--- src/rtl/otm_pkg.sv ---
package otm_pkg;

  localparam int unsigned BUS_W     = 32;
  localparam int unsigned OFS_MATCH = 'h00;
  localparam int unsigned OFS_COUNT = 'h10;
  localparam int unsigned OFS_STAT  = 'h14;
  localparam int unsigned OFS_IEN   = 'h1C;

  typedef enum logic [2:0] {
    SEL_NONE,
    SEL_MATCH,
    SEL_COUNT,
    SEL_STAT,
    SEL_IEN
  } otm_sel_e;

endpackage

--- src/rtl/otm_decode.sv ---
module otm_decode
  import otm_pkg::*;
#(
  parameter int unsigned ADDR_W = 8
) (
  input  logic [ADDR_W-1:0] addr,
  output otm_sel_e          sel
);

  always_comb begin
    if (addr == ADDR_W'(OFS_MATCH))      sel = SEL_MATCH;
    else if (addr == ADDR_W'(OFS_COUNT)) sel = SEL_COUNT;
    else if (addr == ADDR_W'(OFS_STAT))  sel = SEL_STAT;
    else if (addr == ADDR_W'(OFS_IEN))   sel = SEL_IEN;
    else                                 sel = SEL_NONE;
  end

endmodule

--- src/rtl/otm_counter.sv ---
module otm_counter #(
  parameter int unsigned CNT_W = 32
) (
  input  logic             clk,
  input  logic             rst,
  input  logic             tick_en,
  input  logic             match_wr,
  input  logic [CNT_W-1:0] match_din,
  output logic [CNT_W-1:0] cnt_o,
  output logic             hit_o
);

  logic [CNT_W-1:0] cnt_q;
  logic [CNT_W-1:0] match_q;
  logic             armed_q;
  logic [CNT_W-1:0] cnt_nxt;
  logic             step;

  assign cnt_nxt = cnt_q + CNT_W'(1);
  assign step    = armed_q & tick_en & ~match_wr;
  assign hit_o   = step & (cnt_nxt == match_q);
  assign cnt_o   = cnt_q;

  always_ff @(posedge clk) begin
    if (rst) begin
      cnt_q   <= '0;
      match_q <= '0;
      armed_q <= 1'b0;
    end else if (match_wr) begin
      match_q <= match_din;
      armed_q <= 1'b1;
    end else if (step) begin
      cnt_q <= cnt_nxt;
      if (cnt_nxt == match_q) armed_q <= 1'b0;
    end
  end


  cnt_hold_chk: assert property (@(posedge clk) disable iff (rst)
    !tick_en |=> $stable(cnt_q));


  cnt_step_chk: assert property (@(posedge clk) disable iff (rst)
    (armed_q && tick_en && !match_wr) |=> cnt_q == $past(cnt_q) + CNT_W'(1));


  hit_land_chk: assert property (@(posedge clk) disable iff (rst)
    hit_o |=> (cnt_q == match_q) && !armed_q);


  idle_stop_chk: assert property (@(posedge clk) disable iff (rst)
    (!armed_q && !match_wr) |=> $stable(cnt_q) && !armed_q);


  arm_chk: assert property (@(posedge clk) disable iff (rst)
    match_wr |=> armed_q && $stable(cnt_q));

endmodule

--- src/rtl/otm_status.sv ---
module otm_status #(
  parameter int unsigned IEN_W = 32
) (
  input  logic             clk,
  input  logic             rst,
  input  logic             hit,
  input  logic             stat_clr,
  input  logic             ien_wr,
  input  logic [IEN_W-1:0] ien_din,
  output logic [IEN_W-1:0] ien_o,
  output logic             stat_o
);

  logic [IEN_W-1:0] ien_q;
  logic             stat_q;
  logic             fire;

  assign fire   = hit & (ien_q != '0);
  assign ien_o  = ien_q;
  assign stat_o = stat_q;

  always_ff @(posedge clk) begin
    if (rst) begin
      ien_q  <= '0;
      stat_q <= 1'b0;
    end else begin
      if (ien_wr) ien_q <= ien_din;
      if (fire)          stat_q <= 1'b1;
      else if (stat_clr) stat_q <= 1'b0;
    end
  end


  fire_set_chk: assert property (@(posedge clk) disable iff (rst)
    (hit && ien_q != '0) |=> stat_q);


  stat_cause_chk: assert property (@(posedge clk) disable iff (rst)
    $rose(stat_q) |-> $past(hit));


  stat_clr_chk: assert property (@(posedge clk) disable iff (rst)
    (stat_clr && !(hit && ien_q != '0)) |=> !stat_q);

endmodule

--- src/rtl/oneshot_match_timer.sv ---
module oneshot_match_timer
  import otm_pkg::*;
#(
  parameter int unsigned ADDR_W = 8,
  parameter int unsigned CNT_W  = 32
) (
  input  logic              clk,
  input  logic              rst,
  input  logic              tick_en,
  input  logic              bus_rd,
  input  logic              bus_wr,
  input  logic [ADDR_W-1:0] bus_addr,
  input  logic [31:0]       bus_wdata,
  output logic [31:0]       bus_rdata,
  output logic              irq
);

  localparam int unsigned PAD_W = BUS_W - CNT_W;

  otm_sel_e         sel;
  logic [CNT_W-1:0] cnt;
  logic             hit;
  logic [BUS_W-1:0] ien;
  logic             stat;
  logic [BUS_W-1:0] rd_mux;
  logic [BUS_W-1:0] rdata_q;

  otm_decode #(.ADDR_W(ADDR_W)) u_dec (
    .addr (bus_addr),
    .sel  (sel)
  );

  otm_counter #(.CNT_W(CNT_W)) u_cnt (
    .clk       (clk),
    .rst       (rst),
    .tick_en   (tick_en),
    .match_wr  (bus_wr && sel == SEL_MATCH),
    .match_din (bus_wdata[CNT_W-1:0]),
    .cnt_o     (cnt),
    .hit_o     (hit)
  );

  otm_status #(.IEN_W(BUS_W)) u_stat (
    .clk      (clk),
    .rst      (rst),
    .hit      (hit),
    .stat_clr (bus_wr && sel == SEL_STAT),
    .ien_wr   (bus_wr && sel == SEL_IEN),
    .ien_din  (bus_wdata),
    .ien_o    (ien),
    .stat_o   (stat)
  );

  generate
    if (PAD_W > 0) begin : g_pad
      always_comb begin
        case (sel)
          SEL_COUNT: rd_mux = {{PAD_W{1'b0}}, cnt};
          SEL_STAT:  rd_mux = {{(BUS_W-1){1'b0}}, stat};
          SEL_IEN:   rd_mux = ien;
          default:   rd_mux = '0;
        endcase
      end
    end else begin : g_full
      always_comb begin
        case (sel)
          SEL_COUNT: rd_mux = cnt[BUS_W-1:0];
          SEL_STAT:  rd_mux = {{(BUS_W-1){1'b0}}, stat};
          SEL_IEN:   rd_mux = ien;
          default:   rd_mux = '0;
        endcase
      end
    end
  endgenerate

  always_ff @(posedge clk) begin
    if (rst) rdata_q <= '0;
    else     rdata_q <= bus_rd ? rd_mux : '0;
  end

  assign bus_rdata = rdata_q;
  assign irq       = stat;


  rdata_idle_chk: assert property (@(posedge clk) disable iff (rst)
    !bus_rd |=> bus_rdata == '0);


  rdata_unmapped_chk: assert property (@(posedge clk) disable iff (rst)
    (bus_rd && sel == SEL_NONE) |=> bus_rdata == '0);

endmodule

--- config.mk ---
export PLATFORM = sky130hd
export DESIGN_NAME = oneshot_match_timer
export DESIGN_NICKNAME = d
export VERILOG_FILES = /design/src/rtl/otm_pkg.sv /design/src/rtl/otm_decode.sv /design/src/rtl/otm_counter.sv /design/src/rtl/otm_status.sv /design/src/rtl/oneshot_match_timer.sv
export SDC_FILE = /design/constraint.sdc
export NUM_CORES = 1
export LEC_CHECK = 0
export ABC_AREA = 1
export BUFFER_PORTS_ARGS = -buffer_cell sky130_fd_sc_hd__buf_4
export CORE_ASPECT_RATIO = 0.8
export CORE_UTILIZATION = 40
export DETAILED_ROUTE_END_ITERATION = 7
export GPL_TIMING_DRIVEN = 0
export PLACE_DENSITY = 0.56
export SYNTH_ARGS = -nofsm -noshare
export SYNTH_HDL_FRONTEND = slang
export SYNTH_SLANG_ARGS = --single-unit
--- constraint.sdc ---
create_clock -name clk -period 4 [get_ports clk]
set_input_delay 1.2 -clock clk [delete_from_list [all_inputs] [get_ports clk]]
set_output_delay 1.2 -clock clk [all_outputs]
set_load 0.01 [all_outputs]
==> out/qor.txt, run 1 <==
Clock Skew: 0.00562 ns
max cap viols: 0
post-synthesis compound-gate area fraction: 0.156
# hold bufs at CTS: 0
cts bufs inserted: 17
setup TNS: 0 ns
simple-gate share of the synthesized area: 0.333
clk buf depth: 2
routed len/inst: 17.6 um
setup violators final: 0
ANT cells: 0
Crit. End Element: flip-flop
DIE WIDTH: 143 um
Initial DRC Count: 620
Synth Area in Adders: 0.00197
status: complete, no violations
fin crit share: 0.810
Synth area leaders: dfxtp_1 (41%), nand2_1 (13%), nand3_1 (9.9%), a21oi_1 (8.5%), inv_1 (5.1%)
Tmin final: 3.24 ns
syn avg cell area: 6.77 um^2
FF-to-FF Start: u_cnt.cnt_o[1]
Worst Hold Launch: u_cnt.match_q[22]
Primary FF master, synth: dfxtp_1
CTS H-tree depth: 4
largest net degree at the start of global routing: 17
RSZ-0062 raised after global routing: no
share of cells above drive strength 1: 0.130
most frequent cell after synthesis: nand2_1
Syn Std Cell Area: 0.00636 mm^2
CP startpoint: bus_addr[1]
Seq/Total Area, Yosys: 0.409
Area Growth Syn to Fin: 22.0%
final net count: 1081
Unique masters post-synth: 33
chip height: 115 um
Overflow after GRT: 0
DIE AREA: 0.0164 mm^2
dominant cell type by area after synthesis: dfxtp_1
Worst Path Buf+Inv: 3
Final Instance Count excl. Fillers: 1258
clock tree from TritonCTS: done
fin. max-slew vios: 0
Clk Latency, worst-skew pair: 0.43 ns
delay of the slowest critical-path stage: 0.91 ns
mux contribution to synthesized area: 0
All-Layer GR Usage: 0.284
slew margin rel.: 0.233
CTS resizes: 0
crit-path cells: buf_4, nor2_1, inv_1, nor3_1, o211ai_1, clkbuf_1, a21oi_1
post-placement cell count: 1226
Max FO, Critical Path: 10
via/cell ratio: 5.25
num ports: 78
largest family of logic cells by synthesized area: simple AND/OR/NAND/NOR gates
first-pass GRT wire length: 33800 um
initial antenna violation count: 0
RD Place Congestion: 0.855
CP Launch Type: input port
Power Density: 374 mW/mm^2
HP Class: flip-flop to flip-flop
xor and xnor area share after synthesis: 0.0216
critical path class: input port to flip-flop
CTS root buf: clkbuf_16
delay-heaviest family, CP: simple AND/OR/NAND/NOR gates
Cells after Synth: 939
Clock Sinks: 130
setup bufs post-CTS: 0
WP data arrival: 3.57 ns
CP Data Required Time: 4.33 ns
Lkg Pwr: 3.02 nW
final WL: 22100 um
Antenna Nets Post-Route: 0
Synth async-reset ratio: 0
Worst VDD drop: 0.000242 V
register bit count reported by yosys: 130
Commonest cells post-synth: nand2_1 (225), dfxtp_1 (130), nand3_1 (126)
clock edge transition at the registers on the reported setup and hold paths: 0.06 ns
Pre-antenna DRT Iters: 5
EDFF count, synth: 0
Rows: 40
HPWL after detailed placement: 17300 um
Slowest cell on crit path: nor3_1
area fraction of the dominant cell type after synthesis: 0.409
Synth Warn #: 0
Initial Util: 0.417
number of global-route vias before repair: 5989
Post-route DRC: 0
Slew @ Worst Pin: 1.14 ns
final-report hold violation count: 0
vias: 6605
Post-Syn Nets: 985
f_max: 0.309 GHz
I/O Buffers: 77
core area: 0.0153 mm^2
==> flip-flops by register name, summed over array words and instances, names as in the netlist <==
name	count
u_stat.stat_o	1
u_stat.ien_o	32
u_cnt.cnt_o	32
u_cnt.armed_q	1
u_cnt.match_q	32
bus_rdata	32
==> cell families after synthesis <==
family,Yosys count
fa+ha+maj,1
flops,130
xor+xnor,11
buf+inv,132
simple gates,473
compound gates,192
==> path summary, 6_finish.rpt <==
path                            cells past startpoint                end  slack [ns]
worst max-delay path                                7      bus_rdata[15]        0.76
worst min-delay path                                2  u_cnt.match_q[22]        0.47
worst max register to register                     15      u_stat.stat_o        1.37
worst min register to register                      2  u_cnt.match_q[22]        0.47
==> worst min-delay path: cells and delay by family, from the launching register on <==
kind,cells,cell delay (ns)
compound gates,1,0.05
buf+inv,1,0.06
flops,1,0.31
==> stage by stage <==
step / hold slack [ns] / worst slack (ns) / area (um^2) / util / power [W]
floorplan: 0.441 / 1.45 / 6360 / - / 0.00136
CTS: 0.475 / 0.854 / 7760 / 0.508 / 0.00292
finish: 0.472 / 0.759 / 7760 / 0.508 / 0.00290
global placement: 0.461 / 0.458 / 7200 / 0.472 / 0.00144
global route: 0.492 / 0.677 / 7760 / 0.508 / 0.00300
detailed placement: 0.465 / 0.420 / 7200 / 0.472 / 0.00143
==> cell usage in the layout, fill, tap and decap left out, types with 2 or more instances in the layout <==
| cell type | Yosys | final |
|---|---|---|
| inv_1 | 87 | 87 |
| a21oi_1 | 108 | 108 |
| o21ai_0 | 64 | 64 |
| nand2_1 | 225 | 225 |
| nand3b_1 | 2 | 2 |
| xor2_1 | 7 | 7 |
| o211ai_1 | 5 | 5 |
| inv_6 | 0 | 6 |
| nand3_1 | 126 | 126 |
| inv_2 | 2 | 2 |
| nand2_2 | 8 | 8 |
| clkinvlp_4 | 0 | 2 |
| nor2_8 | 2 | 2 |
| clkbuf_16 | 0 | 17 |
| nor4_1 | 6 | 6 |
| and2_1 | 2 | 2 |
| nor2_2 | 4 | 4 |
| dfxtp_1 | 130 | 130 |
| a31oi_1 | 8 | 8 |
| nand2_4 | 2 | 2 |
| xnor3_1 | 3 | 3 |
| nor2_4 | 5 | 5 |
| clkinv_4 | 0 | 4 |
| nor3_1 | 3 | 3 |
| o21ai_1 | 3 | 3 |
| nand4_1 | 8 | 8 |
| clkbuf_1 | 42 | 42 |
| buf_4 | 0 | 77 |
| nor2_1 | 77 | 77 |
| a211oi_1 | 2 | 2 |
==> per-layer routing <==
metal | wire length (um) | global-route usage | part of all wire | vias up
li1 | - | - | - | 3293
met1 | 11200 | 0.442 | 0.51 | 3036
met2 | 8760 | 0.393 | 0.40 | 254
met3 | 1930 | 0.0641 | 0.087 | 22
met4 | 208 | 0.0573 | 0.0094 | 0
met5 | 0 | 0 | 0 | -
==> area by class of cell <==
type	instances	area [um^2]
buffer	43	161
clock buffer	18	439
clock inverter	14	119
fill	1616	7510
inverter	89	334
multi-input combinational	677	3260
sequential	130	2600
tap	210	263
timing repair buffer	77	578
==> report_power, final <==
group / internal (W) / leakage [nW] / switching [W] / total [W]
sequential: 0.00130 / 1.05 / 0.00000179 / 0.00130
clock: 0.000827 / 0.271 / 0.000669 / 0.00150
combinational: 0.0000394 / 1.71 / 0.0000712 / 0.000111
total: 0.00216 / 3.02 / 0.000742 / 0.00290
Power figures use the tool's default switching activity.
==> inputs of run 2 (changes only) <==
--- a/config.mk
+++ b/config.mk
@@ -5,13 +5,13 @@
 export SDC_FILE = /design/constraint.sdc
 export NUM_CORES = 1
 export LEC_CHECK = 0
-export ABC_AREA = 1
+export ABC_AREA = 0
 export BUFFER_PORTS_ARGS = -buffer_cell sky130_fd_sc_hd__buf_4
 export CORE_ASPECT_RATIO = 0.8
 export CORE_UTILIZATION = 40
 export DETAILED_ROUTE_END_ITERATION = 7
 export GPL_TIMING_DRIVEN = 0
-export PLACE_DENSITY = 0.56
+export PLACE_DENSITY = 0.57
 export SYNTH_ARGS = -nofsm -noshare
 export SYNTH_HDL_FRONTEND = slang
 export SYNTH_SLANG_ARGS = --single-unit
==> constraint.sdc (replaced) <==
create_clock -name clk -period 3.3 [get_ports clk]
set_input_delay 0.99 -clock clk [delete_from_list [all_inputs] [get_ports clk]]
set_output_delay 0.99 -clock clk [all_outputs]
set_load 0.01 [all_outputs]
==> run 2 against run 1 <==
Against the previous run: setup slack got worse by 0.71 ns; sequential power rose by 21%; global-route usage fell by 4.4 points; first-iteration DRC count shrank 34%; non-clock buffer count rose by 11; cell area shrank 6.1%; clock-buffer cell count is 6 higher; core utilization is essentially flat; critical endpoint is now u_stat.ien_o[2]; largest cell class unchanged; largest power group unchanged.
==> out/qor.txt, run 2 <==
status: complete, no violations
final-report hold violation count: 0 (unchanged)
# hold bufs at CTS: 0 (unchanged)
Unique masters post-synth: 55 (+67%)
Cells after Synth: 703 (-25%)
RD Place Congestion: 0.883 (+3.2%)
area fraction of the dominant cell type after synthesis: 0.440 (+0.0305)
final worst setup slack: 0.0462 ns (-0.713 ns)
Worst Hold Launch: u_stat.ien_o[11]
Seq/Total Area, Yosys: 0.440 (+0.0305)
HPWL after detailed placement: 12900 um (-25%)
final net count: 844 (-22%)
chip height: 111 um (-3.5%)
Synth area leaders: dfxtp_1 (44%), nor2_1 (7.0%), xnor2_1 (6.1%), nand2_1 (6.0%), mux2i_1 (5.8%)
Hold WS: 0.473 ns (+0.00110 ns)
fin. max-slew vios: 0 (unchanged)
number of global-route vias before repair: 5085 (-15%)
Clk Latency, worst-skew pair: 0.42 ns (about the same)
largest net degree at the start of global routing: 17 (unchanged)
FF-to-FF Start: u_cnt.cnt_o[0]
critical path class: input port to flip-flop
Tmin final: 3.25 ns
setup bufs post-CTS: 0 (unchanged)
setup TNS: 0 ns (unchanged)
first-pass GRT wire length: 27400 um (-19%)
DIE WIDTH: 138 um (-3.5%)
EDFF count, synth: 0 (unchanged)
PnR Total Power: 0.00337 W (+16%)
slew margin rel.: 0.438 (+0.205)
Primary FF master, synth: dfxtp_1
Clock Sinks: 130 (unchanged)
clk buf depth: 2 (unchanged)
cts bufs inserted: 17 (unchanged)
most frequent cells in the layout: dfxtp_1 (128), nor2_1 (109), nand2_1 (94)
HP Class: flip-flop to flip-flop
share of cells above drive strength 1: 0.162 (+0.0322)
Worst VDD drop: 0.000374 V (+54%)
fin crit share: 0.986
max cap viols: 0 (unchanged)
Synth async-reset ratio: 0 (unchanged)
Crit Reg-Reg Endpoint: u_cnt.armed_q
CP Data Required Time: 3.64 ns (-0.69 ns)
Crit. End Element: flip-flop
vias: 5405 (-18%)
Pre-antenna DRT Iters: 5 (unchanged)
Clock Skew: 0.00692 ns (+0.00130 ns)
RSZ-0062 raised after global routing: yes
Setup Slack @ Placement: -0.464 ns (-0.884 ns)
Max FO, Critical Path: 10 (unchanged)
Rows: 39 (-2.5%)
clock edge transition at the registers on the reported setup and hold paths: 0.05 ns (about the same)
initial antenna violation count: 0 (unchanged)
Lkg Pwr: 2.53 nW (-16%)
setup violators final: 0 (unchanged)
Syn Std Cell Area: 0.00592 mm^2 (-6.9%)
CP Launch Type: input port
Post-Syn Nets: 749 (-24%)
most frequent cell after synthesis: dfxtp_1
register bit count reported by yosys: 130 (unchanged)
syn avg cell area: 8.42 um^2 (+24%)
num ports: 78 (unchanged)
WP data arrival: 3.60 ns (+0.03 ns)
ANT cells: 0 (unchanged)
# fillers: 1440 (-11%)
Initial DRC Count: 409 (-34%)
clock tree from TritonCTS: done
Initial Util: 0.413 (-0.00412)
Antenna Nets Post-Route: 0 (unchanged)
Worst R2R Setup Slack: 0.14 ns (-1.23 ns)
All-Layer GR Usage: 0.240 (-0.0443)
Post-route DRC: 0 (unchanged)
Synth Warn #: 0 (unchanged)
via/cell ratio: 5.44 (+3.7%)
Overflow after GRT: 0 (unchanged)
R2R cell count: 8 (-7)
CTS root buf: clkbuf_16
routed len/inst: 17.5 um (-0.25%)
Commonest cells post-synth: dfxtp_1 (130), nor2_1 (110), nand2_1 (94)
I/O Buffers: 76 (-1.3%)
final WL: 17400 um (-21%)
CTS H-tree depth: 4 (unchanged)
DIE AREA: 0.0153 mm^2 (-6.8%)
Area Growth Syn to Fin: 23.1%
f_max: 0.307 GHz
Power Density: 463 mW/mm^2 (+24%)
hold depth: 2 (unchanged)
hold path endpoint: u_stat.ien_o[11]
Slew @ Worst Pin: 0.837 ns (-0.306 ns)
most common cell after layout, fill and taps aside: dfxtp_1
core area: 0.0143 mm^2 (-6.0%)
dominant cell type by area after synthesis: dfxtp_1
## run 2: cell count changes in the layout (fill, tap and decap cells not counted), sizes merged, moves of 31 or more
cell	previous run	this run
nand2	235	95
nand3	127	9
inv	96	5
a21oi	108	39
o21ai	67	12
xnor2	1	41
mux2i	0	34
a22oi	0	31
## run 2: repair_timing
item	4_1_cts	5_1_grt
cloned	0	0
gates resized for setup	5	6
setup endpoints to repair	15	34
## run 2: final cells by class
class                           count  area (um^2)  share of cell area
Buffer                             55          224              0.0307
Tap cell                          184          230              0.0316
Clock inverter                      6         57.6             0.00790
Inverter                            5         18.8             0.00258
Clock buffer                       24          472              0.0647
Multi-Input combinational cell    513         3110               0.427
Sequential cell                   130         2610               0.357
Timing Repair Buffer               76          571              0.0783
## run 2: power breakdown
part,switching (W),leakage [nW],internal [W]
combinational,0.0000478,1.23,0.0000403
sequential,0.000000937,1.05,0.00157
clock,0.000655,0.260,0.00106
total,0.000703,2.53,0.00267
## run 2: metrics by stage
stage	area [um^2]	utilization	instances
2_1_floorplan	5920	-	703
3_3_place_gp	6720	0.468	963
3_5_place_dp	6720	0.468	963
4_1_cts	7280	0.508	993
5_1_grt	7290	0.508	993
6_report	7290	0.508	993
## run 2: logic make-up (layout without fill, tap and decap cells)
| kind of cell | count (synthesis) | in the layout | synth area share |
|---|---|---|---|
| mux | 35 | 35 | 0.0594 |
| buf+inv | 60 | 166 | 0.0410 |
| simple gates | 301 | 301 | 0.237 |
| flops | 130 | 130 | 0.440 |
| xor+xnor | 66 | 66 | 0.0977 |
| compound gates | 110 | 110 | 0.123 |
| fa+ha+maj | 1 | 1 | 0.00211 |
## run 2: worst max path at each step
stage                   startpoint  slack [ns]           endpoint  depth (start not counted)
CTS                 u_cnt.cnt_o[0]        0.04      u_cnt.armed_q                          8
global placement       bus_addr[6]       -0.46    u_stat.ien_o[6]                         10
finish                 bus_addr[6]        0.05    u_stat.ien_o[2]                         10
detailed placement     bus_addr[6]       -0.46    u_stat.ien_o[2]                         10
floorplan              bus_addr[4]        0.42  u_cnt.match_q[22]                          5
global route           bus_addr[6]       -0.13   u_stat.ien_o[16]                         10
## run 2: metal layers
layer / routed length (um) / vias to the layer above / track usage / part of all wire
met5: 0 / - / 0 / 0
met4: 200 / 0 / 0.0768 / 0.011
met3: 979 / 14 / 0.0489 / 0.056
met2: 7450 / 158 / 0.339 / 0.43
met1: 8790 / 2604 / 0.358 / 0.50
li1: - / 2629 / - / -
## run 2: critical path, cell delays in order
cell and delay (ns):
buf_4 0.10, or4_1 0.60, nor2_1 0.12, nand2_1 0.14
nor2_2 0.38, and2_0 0.19, clkbuf_1 0.35, buf_1 0.46
nand2_1 0.12, a21oi_1 0.14
==> inputs of run 3 (changes only) <==
--- a/config.mk
+++ b/config.mk
@@ -7,11 +7,12 @@
 export LEC_CHECK = 0
 export ABC_AREA = 0
 export BUFFER_PORTS_ARGS = -buffer_cell sky130_fd_sc_hd__buf_4
+export CAP_MARGIN = 20
 export CORE_ASPECT_RATIO = 0.8
-export CORE_UTILIZATION = 40
+export CORE_UTILIZATION = 35
 export DETAILED_ROUTE_END_ITERATION = 7
 export GPL_TIMING_DRIVEN = 0
-export PLACE_DENSITY = 0.57
+export PLACE_DENSITY = 0.51
 export SYNTH_ARGS = -nofsm -noshare
 export SYNTH_HDL_FRONTEND = slang
 export SYNTH_SLANG_ARGS = --single-unit
==> run 3 against run 2 <==
Against the previous run: total power up 15%; maximum frequency up 3.2%; flip-flop and latch count unchanged; die area up 14%; critical path depth down 2; clock power up 29%; register-to-register slack about the same; largest power group unchanged.
==> out/qor.txt, run 3 (same netlist as run 2, synthesis figures left out) <==
Rows: 42 (+7.7%)
number of global-route vias before repair: 5197 (+2.2%)
initial antenna violation count: 0 (unchanged)
critical path class: flip-flop to flip-flop
setup violators final: 0 (unchanged)
Antenna Nets Post-Route: 0 (unchanged)
WP data arrival: 3.43 ns (-0.17 ns)
hold depth: 2 (unchanged)
R2R cell count: 8 (unchanged)
Clk Latency, worst-skew pair: 0.42 ns (about the same)
setup TNS: 0 ns (unchanged)
RSZ-0062 raised after global routing: no
Max FO, Critical Path: 7 (-3)
I/O Buffers: 76 (unchanged)
CP Data Required Time: 3.58 ns (-0.06 ns)
fin area: 0.00750 mm^2 (+2.9%)
num ports: 78 (unchanged)
HP Class: flip-flop to flip-flop
Worst Hold Launch: u_stat.ien_o[26]
f_max: 0.317 GHz (+3.2%)
Slew @ Worst Pin: 0.798 ns (-0.0388 ns)
PnR Total Power: 0.00387 W (+15%)
share of cells above drive strength 1: 0.175 (+0.0134)
fin crit share: 0.956 (-0.0303)
final WL: 17900 um (+2.8%)
largest net degree at the start of global routing: 17 (unchanged)
ANT cells: 0 (unchanged)
RD Place Congestion: 0.909 (+3.0%)
dpl cell area: 0.00676 mm^2 (+0.67%)
chip height: 118 um (+6.8%)
Post-route DRC: 0 (unchanged)
fin. max-slew vios: 0 (unchanged)
most frequent cells in the layout: dfxtp_1 (128), nor2_1 (109), nand2_1 (94)
# hold bufs at CTS: 0 (unchanged)
Power Density: 516 mW/mm^2 (+11%)
cts bufs inserted: 17 (unchanged)
setup bufs post-CTS: 0 (unchanged)
Worst R2R Setup Slack: 0.15 ns (about the same)
status: complete, no violations
Hold WS: 0.473 ns (-0.0000160 ns)
hold path endpoint: u_stat.ien_o[26]
All-Layer GR Usage: 0.213 (-0.0271)
core area: 0.0166 mm^2 (+15%)
final-report hold violation count: 0 (unchanged)
Initial Util: 0.358 (-0.0550)
Clock Skew: 0.00748 ns (+0.000560 ns)
Tmin final: 3.15 ns (-0.0998 ns)
Lkg Pwr: 2.61 nW (+3.1%)
DIE AREA: 0.0174 mm^2 (+14%)
Worst VDD drop: 0.000337 V (-9.9%)
routed len/inst: 17.4 um (-0.94%)
slew margin rel.: 0.468 (+0.0301)
Crit. End Element: flip-flop
clock edge transition at the registers on the reported setup and hold paths: 0.06 ns (about the same)
Pre-antenna DRT Iters: 6 (+1)
Slowest cell on crit path: or4_4
delay of the slowest critical-path stage: 0.64 ns (+0.04 ns)
most common cell after layout, fill and taps aside: dfxtp_1
clk buf depth: 2 (unchanged)
FF-to-FF Start: u_cnt.cnt_o[0]
Initial DRC Count: 499 (+22%)
HPWL after detailed placement: 13100 um (+1.1%)
Overflow after GRT: 0 (unchanged)
max cap viols: 0 (unchanged)
CTS root buf: clkbuf_16
Clock Sinks: 130 (unchanged)
via/cell ratio: 5.23 (-4.0%)
CTS H-tree depth: 4 (unchanged)
clock tree from TritonCTS: done
vias: 5383 (-0.41%)
Area Growth Syn to Fin: 26.7%
CP Launch Type: flip-flop
crit-path cells: ha_2, nand3_1, or4_4, o31a_1, or4_1, a32oi_1, nand4_1, nor3b_2
final net count: 843 (-0.12%)
Final Util: 0.453 (-0.0549)
Crit Reg-Reg Endpoint: u_cnt.armed_q
DIE WIDTH: 147 um (+6.8%)
first-pass GRT wire length: 28400 um (+3.4%)
run 3: cell count changes in the layout (fill, tap and decap cells not counted), moves of 2 or more:
cell,change
clkbuf_1,-7
bufinv_16,+5
clkbuf_2,+3
clkinv_2,-3
buf_1,-2
clkinvlp_4,+2
inv_6,+2
run 3: routing by layer:
layer,vias to the layer above,GRT usage,wire [um]
met1,2553,0.322,8960
met5,-,0,0
met4,0,0.0599,154
met3,15,0.0498,1230
li1,2627,-,-
met2,188,0.295,7560
run 3: worst max-delay path by stage:
stage,endpoint,slack [ns],cells past startpoint,from
2_1_floorplan,u_cnt.match_q[22],0.42,5,bus_addr[4]
3_3_place_gp,u_stat.ien_o[6],-0.57,10,bus_addr[6]
3_5_place_dp,u_stat.ien_o[2],-0.64,10,bus_addr[6]
4_1_cts,u_cnt.cnt_o[30],0.04,9,u_cnt.cnt_o[0]
5_1_grt,u_stat.ien_o[7],0.007,10,bus_addr[6]
6_report,u_cnt.armed_q,0.15,8,u_cnt.cnt_o[0]
run 3: worst max-delay path: cells and delay by family (launching register included):
family | cells | cell delay (ns)
flip-flops | 1 | 0.42
AO/OA/AOI/OAI | 2 | 0.55
adder cells (fa/ha/maj) | 1 | 0.25
AND/OR/NAND/NOR | 5 | 1.79
run 3: cell type report:
class                   instances  area (um^2)
inverters                       5         18.8
plain buffers                  54          224
multi-input cells             513         3110
fillers                      1675         9050
clock inverters                12          225
flip-flops and latches        130         2610
well taps                     220          275
repair buffers                 76          571
clock buffers                  20          467
run 3: repair_timing:
action                                 4_1_cts  5_1_grt
endpoints found under the hold margin        0        0
gates resized for setup                      4       10
setup endpoints to repair                   34       24
pin swaps                                    0        0
run 3: power by group:
group	leakage [nW]	internal, W	switching [W]	total (W)
Clock	0.329	0.00148	0.000728	0.00221
Combinational	1.24	0.0000404	0.0000495	0.0000898
Sequential	1.05	0.00157	0.000000959	0.00157
Total	2.61	0.00309	0.000778	0.00387
run 3: through the flow:
stage / worst slack [ns] / cells
2_1_floorplan: 0.423 / 703
3_3_place_gp: -0.573 / 999
3_5_place_dp: -0.640 / 999
4_1_cts: 0.0373 / 1031
5_1_grt: 0.00654 / 1030
6_report: 0.146 / 1030
